File: src/rtl/eth_stat_pkg.sv
package eth_stat_pkg;

    localparam int NUM_CNT   = 22;
    localparam int RD_ADDR_W = $clog2(2 * NUM_CNT);
    localparam int NUM_BKT   = 7;
    localparam int MIN_LEN   = 64;
    localparam int MAX_LEN_RST = 1536;

    localparam int IDX_GOOD   = 0;
    localparam int IDX_OCT    = 1;
    localparam int IDX_UNI    = 2;
    localparam int IDX_MULTI  = 3;
    localparam int IDX_BCAST  = 4;
    localparam int IDX_VLAN   = 5;
    localparam int IDX_FCS    = 6;
    localparam int IDX_ALIGN  = 7;
    localparam int IDX_UNDER  = 8;
    localparam int IDX_FRAG   = 9;
    localparam int IDX_OVER   = 10;
    localparam int IDX_JAB    = 11;
    localparam int IDX_BKT0   = 12;
    localparam int IDX_RXP    = 19;
    localparam int IDX_TXP    = 20;
    localparam int IDX_TXF    = 21;

    typedef enum logic [1:0] {
        DST_UNI   = 2'd0,
        DST_MULTI = 2'd1,
        DST_BCAST = 2'd2,
        DST_NONE  = 2'd3
    } dst_class_e;

    typedef enum logic {
        RD_IDLE = 1'b0,
        RD_HELD = 1'b1
    } rd_state_e;

    // lower bound of size bucket i
    function automatic int bkt_lo(input int i);
        case (i)
            0: return 64;
            1: return 65;
            2: return 128;
            3: return 256;
            4: return 512;
            5: return 1024;
            default: return 1519;
        endcase
    endfunction

    // upper bound of size bucket i (last one is bounded by max length)
    function automatic int bkt_hi(input int i);
        case (i)
            0: return 64;
            1: return 127;
            2: return 255;
            3: return 511;
            4: return 1023;
            default: return 1518;
        endcase
    endfunction

endpackage

File: src/rtl/eth_stat_classify.sv
module eth_stat_classify
    import eth_stat_pkg::*;
#(
    parameter int LEN_W = 16
) (
    input  logic               rpt_valid,
    input  logic               rpt_is_tx,
    input  logic [LEN_W-1:0]   rpt_len,
    input  logic               rpt_fcs_err,
    input  logic               rpt_align_err,
    input  logic [1:0]         rpt_dst,
    input  logic               rpt_vlan,
    input  logic               rpt_pause,
    input  logic [LEN_W-1:0]   max_len,
    output logic [NUM_CNT-1:0] inc
);

    logic rx_f, tx_f, short_f, long_f, in_rng, good;
    logic [NUM_BKT-1:0] bkt_hit;

    always_comb begin
        rx_f    = rpt_valid && !rpt_is_tx;
        tx_f    = rpt_valid && rpt_is_tx;
        short_f = rpt_len < LEN_W'(MIN_LEN);
        long_f  = rpt_len > max_len;
        in_rng  = rx_f && !short_f && !long_f;
        good    = in_rng && !rpt_fcs_err && !rpt_align_err;
    end

    for (genvar b = 0; b < NUM_BKT; b++) begin : g_bkt
        if (b == NUM_BKT - 1) begin : g_top
            assign bkt_hit[b] = in_rng && (rpt_len >= LEN_W'(bkt_lo(b)));
        end else begin : g_mid
            assign bkt_hit[b] = in_rng && (rpt_len >= LEN_W'(bkt_lo(b)))
                                       && (rpt_len <= LEN_W'(bkt_hi(b)));
        end
    end

    always_comb begin
        inc                       = '0;
        inc[IDX_GOOD]             = good;
        inc[IDX_OCT]              = rx_f;
        inc[IDX_UNI]              = good && (rpt_dst == DST_UNI);
        inc[IDX_MULTI]            = good && (rpt_dst == DST_MULTI);
        inc[IDX_BCAST]            = good && (rpt_dst == DST_BCAST);
        inc[IDX_VLAN]             = good && rpt_vlan;
        inc[IDX_FCS]              = rx_f && rpt_fcs_err;
        inc[IDX_ALIGN]            = rx_f && rpt_align_err;
        inc[IDX_UNDER]            = rx_f && short_f && !rpt_fcs_err;
        inc[IDX_FRAG]             = rx_f && short_f && rpt_fcs_err;
        inc[IDX_OVER]             = rx_f && long_f && !rpt_fcs_err;
        inc[IDX_JAB]              = rx_f && long_f && rpt_fcs_err;
        inc[IDX_BKT0 +: NUM_BKT]  = bkt_hit;
        inc[IDX_RXP]              = good && rpt_pause;
        inc[IDX_TXP]              = tx_f && rpt_pause;
        inc[IDX_TXF]              = tx_f;
    end

endmodule

File: src/rtl/eth_stat_sat_cnt.sv
module eth_stat_sat_cnt #(
    parameter int CNT_W = 64,
    parameter int ADD_W = 16
) (
    input  logic             clk,
    input  logic             rst_n,
    input  logic             add_en,
    input  logic [ADD_W-1:0] add_val,
    output logic [CNT_W-1:0] cnt_q
);

    logic [CNT_W:0] sum;

    always_comb sum = {1'b0, cnt_q} + (CNT_W+1)'(add_val);

    always_ff @(posedge clk) begin
        if (!rst_n) begin
            cnt_q <= '0;
        end else if (add_en) begin
            cnt_q <= sum[CNT_W] ? '1 : sum[CNT_W-1:0];
        end
    end

endmodule

File: src/rtl/eth_stat_rdport.sv
module eth_stat_rdport
    import eth_stat_pkg::*;
#(
    parameter int CNT_W = 64
) (
    input  logic                            clk,
    input  logic                            rst_n,
    input  logic                            rd_en,
    input  logic [RD_ADDR_W-1:0]            rd_addr,
    input  logic [NUM_CNT-1:0][CNT_W-1:0]   cnt_all,
    output logic [31:0]                     rd_data,
    output rd_state_e                       rd_state
);

    localparam int IDX_W = RD_ADDR_W - 1;

    rd_state_e        state_q, state_d;
    logic [31:0]      shadow_q;
    logic [IDX_W-1:0] shadow_idx_q;
    logic [31:0]      rd_d;
    logic             shadow_ld;
    logic [IDX_W-1:0] idx;
    logic             idx_ok;
    logic [CNT_W-1:0] sel;
    logic [63:0]      sel_ext;

    always_comb begin
        idx     = rd_addr[RD_ADDR_W-1:1];
        idx_ok  = int'(idx) < NUM_CNT;
        sel     = idx_ok ? cnt_all[idx] : '0;
        sel_ext = 64'(sel);
    end

    // next-state and read-data selection
    always_comb begin
        state_d   = state_q;
        rd_d      = rd_data;
        shadow_ld = 1'b0;
        if (rd_en) begin
            if (!idx_ok) begin
                rd_d = '0;
            end else if (!rd_addr[0]) begin
                rd_d      = sel_ext[63:32];
                shadow_ld = 1'b1;
                state_d   = RD_HELD;
            end else begin
                unique case (state_q)
                    RD_IDLE: rd_d = sel_ext[31:0];
                    RD_HELD: begin
                        if (idx == shadow_idx_q) begin
                            rd_d    = shadow_q;
                            state_d = RD_IDLE;
                        end else begin
                            rd_d = sel_ext[31:0];
                        end
                    end
                endcase
            end
        end
    end

    // state register
    always_ff @(posedge clk) begin
        if (!rst_n) state_q <= RD_IDLE;
        else        state_q <= state_d;
    end

    // registered outputs and snapshot
    always_ff @(posedge clk) begin
        if (!rst_n) begin
            rd_data      <= '0;
            shadow_q     <= '0;
            shadow_idx_q <= '0;
        end else begin
            rd_data <= rd_d;
            if (shadow_ld) begin
                shadow_q     <= sel_ext[31:0];
                shadow_idx_q <= idx;
            end
        end
    end

    assign rd_state = state_q;

endmodule

File: src/rtl/eth_stat_counters.sv
module eth_stat_counters
    import eth_stat_pkg::*;
#(
    parameter int CNT_W = 64,
    parameter int LEN_W = 16
) (
    input  logic                 clk,
    input  logic                 rst_n,
    input  logic                 rpt_valid,
    input  logic                 rpt_is_tx,
    input  logic [LEN_W-1:0]     rpt_len,
    input  logic                 rpt_fcs_err,
    input  logic                 rpt_align_err,
    input  logic [1:0]           rpt_dst,
    input  logic                 rpt_vlan,
    input  logic                 rpt_pause,
    input  logic                 max_len_we,
    input  logic [LEN_W-1:0]     max_len_wdata,
    input  logic                 rd_en,
    input  logic [RD_ADDR_W-1:0] rd_addr,
    output logic [31:0]          rd_data
);

    logic [LEN_W-1:0]              max_len_q;
    logic [NUM_CNT-1:0]            inc;
    logic [NUM_CNT-1:0][CNT_W-1:0] cnt_q;
    rd_state_e                     rd_state;

    always_ff @(posedge clk) begin
        if (!rst_n)          max_len_q <= LEN_W'(MAX_LEN_RST);
        else if (max_len_we) max_len_q <= max_len_wdata;
    end

    eth_stat_classify #(.LEN_W(LEN_W)) classify_i (
        .rpt_valid     (rpt_valid),
        .rpt_is_tx     (rpt_is_tx),
        .rpt_len       (rpt_len),
        .rpt_fcs_err   (rpt_fcs_err),
        .rpt_align_err (rpt_align_err),
        .rpt_dst       (rpt_dst),
        .rpt_vlan      (rpt_vlan),
        .rpt_pause     (rpt_pause),
        .max_len       (max_len_q),
        .inc           (inc)
    );

    for (genvar g = 0; g < NUM_CNT; g++) begin : g_cnt
        logic [LEN_W-1:0] add_val;
        if (g == IDX_OCT) begin : g_oct
            assign add_val = rpt_len;
        end else begin : g_one
            assign add_val = LEN_W'(1);
        end
        eth_stat_sat_cnt #(.CNT_W(CNT_W), .ADD_W(LEN_W)) cnt_i (
            .clk     (clk),
            .rst_n   (rst_n),
            .add_en  (inc[g]),
            .add_val (add_val),
            .cnt_q   (cnt_q[g])
        );
    end

    eth_stat_rdport #(.CNT_W(CNT_W)) rdport_i (
        .clk      (clk),
        .rst_n    (rst_n),
        .rd_en    (rd_en),
        .rd_addr  (rd_addr),
        .cnt_all  (cnt_q),
        .rd_data  (rd_data),
        .rd_state (rd_state)
    );

endmodule

File: config.mk
export PLATFORM = sky130hd
export DESIGN_NAME = eth_stat_counters
export DESIGN_NICKNAME = d
export VERILOG_FILES = /design/src/rtl/eth_stat_pkg.sv /design/src/rtl/eth_stat_classify.sv /design/src/rtl/eth_stat_sat_cnt.sv /design/src/rtl/eth_stat_rdport.sv /design/src/rtl/eth_stat_counters.sv
export SDC_FILE = /design/constraint.sdc
export NUM_CORES = 2
export LEC_CHECK = 0
export ABC_AREA = 0
export BUFFER_PORTS_ARGS = -buffer_cell sky130_fd_sc_hd__clkbuf_2
export CAP_MARGIN = 20
export CORE_UTILIZATION = 35
export DETAILED_ROUTE_END_ITERATION = 8
export PLACE_DENSITY = 0.5
export SYNTH_ARGS = -nofsm -noshare
export SYNTH_HDL_FRONTEND = slang
export SYNTH_SLANG_ARGS = --single-unit
File: constraint.sdc
create_clock -name clk -period 10.3 [get_ports clk]
set_input_delay 0 -clock clk [delete_from_list [all_inputs] [get_ports clk]]
set_output_delay 0 -clock clk [all_outputs]
set_load 0.01 [all_outputs]
==> impl_results.md <==
- Worst path max stage delay: 0.66 ns
- Clock Path Buffers: 3
- Setup-failing EPs final: 0
- Largest area contributor in the netlist: dfxtp_1
- Most used DFF post-synth: dfxtp_1
- Hpwl dp: 264.4 mm
- Sw Share: 24.49%
- Port-buffer cells: 81
- CP most frequent cell: nand2_2
- Fill count: 23440
- Register share of total power: 44.9%
- Area Growth Syn to Fin: 12.80%
- Initial Util: 35.18%
- CP endpoint kind: flip-flop
- Synth warn: 0
- First-pass GRT wire length: 508.3 mm
- Fin crit share: 49.24%
- Dominant cells by area after synthesis: dfxtp_1 36%, mux4_2 10%, a21oi_1 7.2%
- Reg2reg start: max_len_q[14]$_SDFFE_PN0P_
- Clock share of power: 50.6%
- Cell Chain, Critical Path: inv_1, ha_1, nand4_1, nor4_1, and4_2, nand2_2, buf_4, a2111o_1, nor3_1, nand2_2, buf_12, a21oi_1
- Internal: 9.780 mW
- Most frequent cell after synthesis: dfxtp_1
- Largest net degree at the start of global routing: 211
- Crit path DAT: 5.85 ns
- Die footprint: 238100 sq um
- Mapped Area: 82650 sq um
- Post-synth top cells: 1494 x dfxtp_1, 1187 x a21oi_1, 697 x nand2_1
- PD cells: 138.9 nW/um^2
- FMAX: 197.2 MHz
- P_leak: 29.90 nW
- Vias in the first global route: 70890
- WP buf/inv: 3
- Worst setup SP type: flip-flop
- Post-synthesis cell count: 9420
- Layout Skew: 0.06650 ns
- Top delay family on crit path: simple AND/OR/NAND/NOR gates
- Slew margin rel.: 22.55%
- Post-synth ARST share: 0%
- Ports: 82
- Status: finished, final reports clean
- Core area: 235000 sq um
- Yosys top cell area share: 36.19%
- WP data required: 11.08 ns
- Synth Register Bits: 1494
- Logic pwr share: 4.5%
- Reg2reg path depth: 12
- Worst Hold Depth: 4
- Tot Pwr: 12.95 mW
- Die W: 487.9 microns
- Residual DRC count: 0
- Sink Count: 1494
- Least-Margin Pin Slew: 1.157 ns
- Worst IR Drop VDD: 162.7 uV
- Worst-path clk slew: 0.06 ns
- Post-Route WL: 353.1 mm
- Proportion of layout cells with a drive suffix above 1: 11.00%
- Final Hold Viols: 0
- Number of buffers created by CTS: 179
- Hold Path End: rdport_i.rd_data[18]$_SDFFE_PN0P_
- Insertion delay to the later sink of the worst-skew pair: 0.88 ns
- Post-synthesis cell type count: 82
- Sw Pwr: 3.171 mW
- Global route overflow: 0
- R2r setup slk: 5.23 ns
- Via count: 77320
- Syn Nets: 9524
- Setup CP Type: reg -> reg
- Row Count: 178
- CTS tree: yes
- CTS H-tree lvls: 4
- Placer congestion estimate: 0.9942
- EDFF count, synth: 0
- Post-synthesis sequential area ratio: 36.19%
- Reg-to-Reg End: g_cnt[2].cnt_i.cnt_q[9]$_SDFFE_PN0P_
- Tmin final: 5.072 ns
- HP Class: in -> reg
- Die H: 487.9 microns
- Total track usage: 28.95%
- CP max stage cell: a2111o_1
- RSZ-0062 raised after global routing: false
- Worst Path Max Fanout: 41
- Detailed-route wire length per cell: 27.90 microns
- Vias per cell: 6.109
- Hold path startpoint: rd_addr[0]
- Net count, final: 9453
- Max Transition Viols Final: 0
- Avg Cell Area, Syn: 8.774 sq um
- ANT nets after route: 0
- Initial antenna violation count: 40
- DR iter-0 viols: 9077
- Root cell of the clock tree: clkbuf_16
- Setup TNS: 0 ns
- Max-cap viol count: 0
- Number of iterations in the first detailed-routing pass: 6
## power groups by stage
stage	Combinational, mW	Sequential, mW	Clock [mW]
final	0.583	5.82	6.55
after global placement	0.540	5.95	0
after global routing	0.612	5.82	6.89
after CTS	0.571	5.82	6.65
after floorplan	0.357	5.94	0
after detailed placement	0.542	5.95	0
## logic make-up after synthesis
family	synth area share [%]
AND/OR/NAND/NOR	22.25
AO/OA/AOI/OAI	14.70
flip-flops	36.19
XOR/XNOR	10.77
buffers and inverters	3.432
multiplexers	11.84
adder cells (fa/ha/maj)	0.8266
## state kept, by name (all words and copies together), names as in the netlist
register and flops:
g_cnt.cnt_i.cnt_q 1408, max_len_q 16, rdport_i.rd_data 32, rdport_i.rd_state 1, rdport_i.shadow_idx_q 5, rdport_i.shadow_q 32
## metal layers
layer | up-vias | GRT usage, % | wire length, microns
met5 | - | 0 | 134
met4 | 22 | 14.10 | 18440
met3 | 694 | 6.404 | 31210
met2 | 3313 | 42.91 | 152100
met1 | 38460 | 39.48 | 151200
li1 | 34830 | - | -
## through the flow
step	util [%]	area (sq um)	hold slack (ns)	setup WS (ns)	instances
after floorplan	-	82650	0.1304	6.844	9420
after detailed placement	36.76	86370	0.2523	5.335	12240
after CTS	39.63	93120	0.1483	5.319	12640
after global placement	36.72	86280	0.2485	5.168	12230
final	39.68	93230	0.2141	5.228	12660
after global routing	39.67	93210	0.2235	4.924	12650
## final cells by class
class | instances | area, sq um | area share [%]
Clock buffer | 282 | 5370 | 5.760
Timing Repair Buffer | 326 | 2586 | 2.774
Antenna cell | 13 | 32.53 | 0.03489
Sequential cell | 1494 | 29910 | 32.08
Inverter | 167 | 634.4 | 0.6804
Tap cell | 3150 | 3941 | 4.228
Clock inverter | 44 | 609.3 | 0.6536
Multi-Input combinational cell | 7181 | 50140 | 53.79
## cell usage in the layout, fill, tap and decap left out, types with 34 or more instances in the layout
master	Yosys	final
a211oi_1	82	80
a21oi_1	1187	1181
a22oi_1	64	64
a311oi_1	63	63
a31oi_1	85	85
and2_1	82	82
and3_1	322	322
and4_1	166	165
buf_4	0	155
clkbuf_1	485	56
clkbuf_16	0	182
clkbuf_2	0	77
clkbuf_8	0	44
dfxtp_1	1494	1494
dlygate4sd3_1	0	77
ha_1	53	53
inv_1	165	164
mux2i_1	111	111
mux4_2	384	384
nand2_1	697	692
nand3_1	598	595
nand4_1	389	389
nor2_1	612	608
nor3_1	306	303
nor4_1	137	132
o21a_1	34	34
o21ai_0	326	326
or2_2	36	36
or3_1	50	49
or4_1	36	35
xnor2_1	448	448
xor2_1	568	568
## what timing repair did
item | in CTS | in global routing
endpoints found under the hold margin | 313 | 0
setup buffers | 0 | 0
gates resized for setup | 0 | 0
hold buffers | 77 | 0
## tightest hold or removal path: stages
cell	delay, ns
dlygate4sd3_1	0.53
clkbuf_2	0.15
nand3_1	0.23
o21ai_0	0.13
## worst max-delay path by stage
stage | start | end | slack, ns | cells past startpoint
3_3_place_gp | max_len_q[15]$_SDFFE_PN0P_ | g_cnt[2].cnt_i.cnt_q[37]$_SDFFE_PN0P_ | 5.17 | 11
2_1_floorplan | max_len_q[13]$_SDFFE_PN0P_ | g_cnt[18].cnt_i.cnt_q[6]$_SDFFE_PN0P_ | 6.84 | 14
5_1_grt | max_len_q[14]$_SDFFE_PN0P_ | g_cnt[2].cnt_i.cnt_q[39]$_SDFFE_PN0P_ | 4.92 | 12
4_1_cts | max_len_q[14]$_SDFFE_PN0P_ | g_cnt[2].cnt_i.cnt_q[33]$_SDFFE_PN0P_ | 5.32 | 12
6_report | max_len_q[14]$_SDFFE_PN0P_ | g_cnt[2].cnt_i.cnt_q[9]$_SDFFE_PN0P_ | 5.23 | 12
3_5_place_dp | max_len_q[14]$_SDFFE_PN0P_ | g_cnt[2].cnt_i.cnt_q[13]$_SDFFE_PN0P_ | 5.33 | 12
(Power assumes the default switching activity.)
